**src/rtl/bubble_fifo_pkg.sv**
```systemverilog
package bubble_fifo_pkg;

    localparam int DEF_DEPTH = 16;
    localparam int DEF_WIDTH = 4;

    // What a slot does on the coming edge
    typedef enum logic [1:0] {
        SLOT_HOLD  = 2'd0,
        SLOT_LOAD  = 2'd1,
        SLOT_DRAIN = 2'd2
    } slot_op_e;

    // An empty slot pulls a word from a full neighbour upstream
    function automatic logic slot_advances(input logic self_full, input logic prev_full);
        return prev_full && !self_full;
    endfunction

endpackage

```
**src/rtl/bubble_slot.sv**
```systemverilog
module bubble_slot
    import bubble_fifo_pkg::*;
#(
    parameter int WIDTH = DEF_WIDTH
) (
    input  logic             clk,
    input  logic             rst,
    input  logic             up_full,
    input  logic [WIDTH-1:0] up_word,
    input  logic             down_take,
    output logic             full,
    output logic [WIDTH-1:0] word
);

    slot_op_e op;

    always_comb begin
        if (slot_advances(full, up_full)) begin
            op = SLOT_LOAD;
        end else if (down_take) begin
            op = SLOT_DRAIN;
        end else begin
            op = SLOT_HOLD;
        end
    end

    always_ff @(posedge clk) begin
        if (rst) begin
            full <= 1'b0;
            word <= '0;
        end else begin
            case (op)
                SLOT_LOAD: begin
                    full <= 1'b1;
                    word <= up_word;
                end
                SLOT_DRAIN: full <= 1'b0;
                default: ;
            endcase
        end
    end

    // a held word stays put
    p_hold_word_r9: assert property (@(posedge clk) disable iff (rst)
        (full && !down_take) |=> (full && $stable(word)));

    // the downstream side only takes from an occupied slot
    p_take_valid_r9: assert property (@(posedge clk) disable iff (rst)
        down_take |-> full);

endmodule

```
**src/rtl/bubble_chain.sv**
```systemverilog
module bubble_chain
    import bubble_fifo_pkg::*;
#(
    parameter int DEPTH = DEF_DEPTH,
    parameter int WIDTH = DEF_WIDTH
) (
    input  logic             clk,
    input  logic             rst,
    input  logic             push,
    input  logic [WIDTH-1:0] push_word,
    input  logic             pop,
    output logic [DEPTH-1:0] full_vec,
    output logic [WIDTH-1:0] head_word
);

    localparam int LAST = DEPTH - 1;

    logic [DEPTH-1:0] take;
    logic [WIDTH-1:0] word_q [DEPTH];

    for (genvar i = 0; i < DEPTH; i++) begin : g_slot
        logic             up_f;
        logic [WIDTH-1:0] up_w;

        if (i == 0) begin : g_in
            assign up_f = push;
            assign up_w = push_word;
        end else begin : g_mid
            assign up_f = full_vec[i-1];
            assign up_w = word_q[i-1];
        end

        if (i == LAST) begin : g_out
            assign take[i] = pop && full_vec[i];
        end else begin : g_fwd
            assign take[i] = full_vec[i] && !full_vec[i+1];
        end

        bubble_slot #(.WIDTH(WIDTH)) u_slot (
            .clk       (clk),
            .rst       (rst),
            .up_full   (up_f),
            .up_word   (up_w),
            .down_take (take[i]),
            .full      (full_vec[i]),
            .word      (word_q[i])
        );
    end

    assign head_word = word_q[LAST];

endmodule

```
**src/rtl/bubble_fifo.sv**
```systemverilog
module bubble_fifo
    import bubble_fifo_pkg::*;
#(
    parameter int DEPTH = DEF_DEPTH,
    parameter int WIDTH = DEF_WIDTH
) (
    input  logic             clk,
    input  logic             rst,
    input  logic             shift_in,
    input  logic [WIDTH-1:0] data_in,
    output logic             in_ready,
    input  logic             shift_out,
    output logic [WIDTH-1:0] data_out,
    output logic             out_ready
);

    logic [DEPTH-1:0] full_vec;
    logic             accept;
    logic             remove;
    int               occ;

    bubble_chain #(.DEPTH(DEPTH), .WIDTH(WIDTH)) u_chain (
        .clk       (clk),
        .rst       (rst),
        .push      (shift_in),
        .push_word (data_in),
        .pop       (shift_out),
        .full_vec  (full_vec),
        .head_word (data_out)
    );

    assign in_ready  = !full_vec[0];
    assign out_ready = full_vec[DEPTH-1];
    assign accept    = shift_in && in_ready;
    assign remove    = shift_out && out_ready;

    always_comb occ = $countones(full_vec);

    // reset empties the chain
    p_reset_empty_r1: assert property (@(posedge clk)
        rst |=> (occ == 0));

    // an accepted write occupies the input slot
    p_accept_r2: assert property (@(posedge clk) disable iff (rst)
        accept |=> !in_ready);

    // a removal frees the output slot
    p_remove_r4: assert property (@(posedge clk) disable iff (rst)
        remove |=> !out_ready);

    // occupancy moves only by accepted writes and removals
    p_occupancy_r3: assert property (@(posedge clk) disable iff (rst)
        !$past(rst) |-> (occ == $past(occ) + int'($past(accept)) - int'($past(remove))));

endmodule

```
**config.mk**
```make
export PLATFORM = sky130hd
export DESIGN_NAME = bubble_fifo
export DESIGN_NICKNAME = d
export VERILOG_FILES = /design/src/rtl/bubble_fifo_pkg.sv /design/src/rtl/bubble_slot.sv /design/src/rtl/bubble_chain.sv /design/src/rtl/bubble_fifo.sv
export SDC_FILE = /design/constraint.sdc
export NUM_CORES = 1
export LEC_CHECK = 0
export CAP_MARGIN = 0
export CORE_AREA = 2 2 83 85
export DETAILED_ROUTE_END_ITERATION = 10
export DIE_AREA = 0 0 85 87
export HOLD_SLACK_MARGIN = 0.05
export PLACE_DENSITY = 0.74
export SYNTH_ARGS = -nofsm -noshare
export SYNTH_HDL_FRONTEND = slang
export SYNTH_SLANG_ARGS = --single-unit
```
**constraint.sdc**
```tcl
create_clock -name clk -period 0.83 [get_ports clk]
set_input_delay 0.166 -clock clk [delete_from_list [all_inputs] [get_ports clk]]
set_output_delay 0.166 -clock clk [all_outputs]
set_load 0.03 [all_outputs]
```
==> impl_metrics.toml <==
[run_status]
status = "finished, violations left"
failed_checks = "negative setup slack"

[power]
power_leakage_uw = 0.001658
p_total_uw = 6822
power.density_nw_per_um2 = 1599
sequentialPowerShare_pct = 56.2
p_comb_share_pct = 5.5
netSwitchingFraction_pct = 21.00
clkPwrFrac_pct = 38.3
p_sw_uw = 1432
power.internal_uw = 5390
ir_drop_mv = 1.503

[sta]
max_freq_mhz = 918.9
hold_violations = 0
worst_slack_ns = -0.2582
slew_viol_final = 0
rsz0062_at_grt = "yes"
tightest_slew_ns = 0.2334
slew_headroom_pct = 84.00
min_period_ns = 1.088
period_share_pct = 131.1
fin_worst_skew_ns = 0.007816
setup_violations = 71

[cells_and_area]
fin_util_pct = 64.93
layout_common_cells = "mux2i_1 (70), dfxtp_1 (60), nand2b_4 (42)"
area_delta_synth_final_pct = 23.78
diodes = 0
finalNetCount = 331
fillers = 482
layout-drive-gt1-share_pct = 41.59
final_common_cell = "mux2i_1"
final_area_um2 = 4265

[setup_path]
worstPathRequired_ns = 0.66
worst_setup_path_end_kind = "output port"
crit_end = "out_ready"
cp_max_fo = 2
crit_type = "reg -> out"
reg2reg_from = "u_chain.g_slot[15].u_slot.full"
critPathArrivalTime_ns = 0.92
startpoint = "u_chain.g_slot[15].u_slot.full"
cp-start-kind = "flip-flop"
r2r_setup_slack_ns = -0.14
rr_worst_depth = 4
reg2reg_to = "u_chain.g_slot[15].u_slot.full"

[cts]
cts_max_level = 3
cts.sinks = 80
cts-root-buf = "clkbuf_8"
cts_hold_buf = 0
clkLatencyLatePin_ns = 0.34
cts_buffers = 9
cts_tree = "done"
clk_pin_slew_ns = 0.07
cts.path.max_buffers = 2

[detailed_routing]
first_pass_iters = 4
drt-total-wl_mm = 5.528
drc_errors = 0
num_vias = 2018
ant_nets = 0
avgViaCountPerCell = 4.958
routed_wire_length_per_instance_um = 13.58
dr.first_iter.drc_count = 51

[flow_run]
cap_violations = 0

[placement]
placed_cell_area_um2 = 3785
dp.final_hpwl_mm = 3.558
pre_cts_ws_ns = -0.3111
finalWeightedCongestion = 0.7193
io_buffers = 13

[floorplanning]
initial_core_util_pct = 52.46
fp.dieW_um = 85
ios = 14
die_area_um2 = 7395
chipHeight_um = 87
coreArea_um2 = 6569
num_rows = 30

[yosys]
yosysUniqueCellTypes = 16
syn_area_um2 = 3446
syn_area_per_cell_um2 = 12.05
postSynthCellCount = 286
ys_warn_count = 0
synth_nets = 294
yosys_register_bits = 80
ys_seq_area_share_pct = 46.48

[worst_hold_path]
hold_class = "in -> reg"

[global_routing]
grt_pass1_wl_mm = 8.776
grt_max_degree = 29
grt_usage_pct = 14.99
grt_pass1_vias = 2011
antenna_found_initial = 0
grt-ovfl-total = 0
sequential cells by signal, summed over array words and instances (netlist names):
register and cells:
u_chain.g_slot.u_slot.full 16, u_chain.g_slot.u_slot.word 64
power by group through the flow:
stage | Combinational (µW) | Sequential (µW) | Clock [µW]
after global routing | 395 | 3840 | 2870
after detailed placement | 339 | 3970 | 0
after global placement | 333 | 3970 | 0
final | 372 | 3830 | 2620
after CTS | 369 | 3860 | 2700
after floorplan | 274 | 3960 | 0
final cells by class:
class,instances,area [µm²],area share (%)
Sequential cell,80,1667,39.07
Clock buffer,13,170.2,3.989
Timing Repair Buffer,47,505.5,11.85
Clock inverter,2,12.51,0.2933
Multi-Input combinational cell,184,1807,42.36
Tap cell,80,100.1,2.347
Inverter,1,3.754,0.08800
cells in the mapped netlist (all sizes together):
master | n | area, µm²
nand2b | 69 | 724.4
and2b | 4 | 30.03
nand2 | 5 | 18.77
dfxtp | 80 | 1602
clkbuf | 2 | 7.510
a21oi | 5 | 25.02
nor2b | 11 | 68.82
mux2i | 70 | 700.7
nand4bb | 4 | 45.04
nor2 | 11 | 41.29
inv | 1 | 3.750
a211oi | 1 | 7.510
buf | 19 | 151.4
o21ai | 4 | 20.02
worst max-delay path, stage by stage, from the launching register on:
cell and delay [ns]:
dfxtp_4 0.35, buf_6 0.11, buf_6 0.13
per-stage QoR:
stage,hold WS (ns),instances,TNS [ns]
after floorplan,0.2546,286,-0.5732
final,0.2725,407,-4.168
after global placement,0.4601,388,-3.732
after detailed placement,0.4672,388,-5.117
after CTS,0.2686,405,-4.122
after global routing,0.2764,407,-7.419
how the worst min path moves through the flow:
stage / startpoint / end / slack, ns / cells past startpoint
finish: rst / u_chain.g_slot[13].u_slot.full / 0.27 / 3
floorplan: shift_out / u_chain.g_slot[15].u_slot.full / 0.25 / 1
global placement: u_chain.g_slot[15].u_slot.word[2] / u_chain.g_slot[15].u_slot.word[2] / 0.46 / 2
global route: rst / u_chain.g_slot[14].u_slot.full / 0.28 / 3
CTS: rst / u_chain.g_slot[4].u_slot.full / 0.27 / 3
detailed placement: u_chain.g_slot[15].u_slot.word[2] / u_chain.g_slot[15].u_slot.word[2] / 0.47 / 2
cells by family after synthesis:
kind of cell	after synthesis	share of synthesized area (%)
buffers and inverters	22	4.721
muxes	70	20.33
AOI/OAI and AO/OA	10	1.525
and+or+nand+nor	104	26.94
DFF	80	46.48
layer usage:
metal	track usage, %	part of all wire (%)
met1	17.65	43
met2	25.14	52
met3	5.972	2.8
met4	4.762	1.7
met5	0	0
what timing repair did:
item	4_1_cts	5_1_grt
setup endpoints to repair	69	77
buffers inserted	3	5
resized for setup	45	35
pin swaps	1	6
Power figures use the tool's default switching activity.
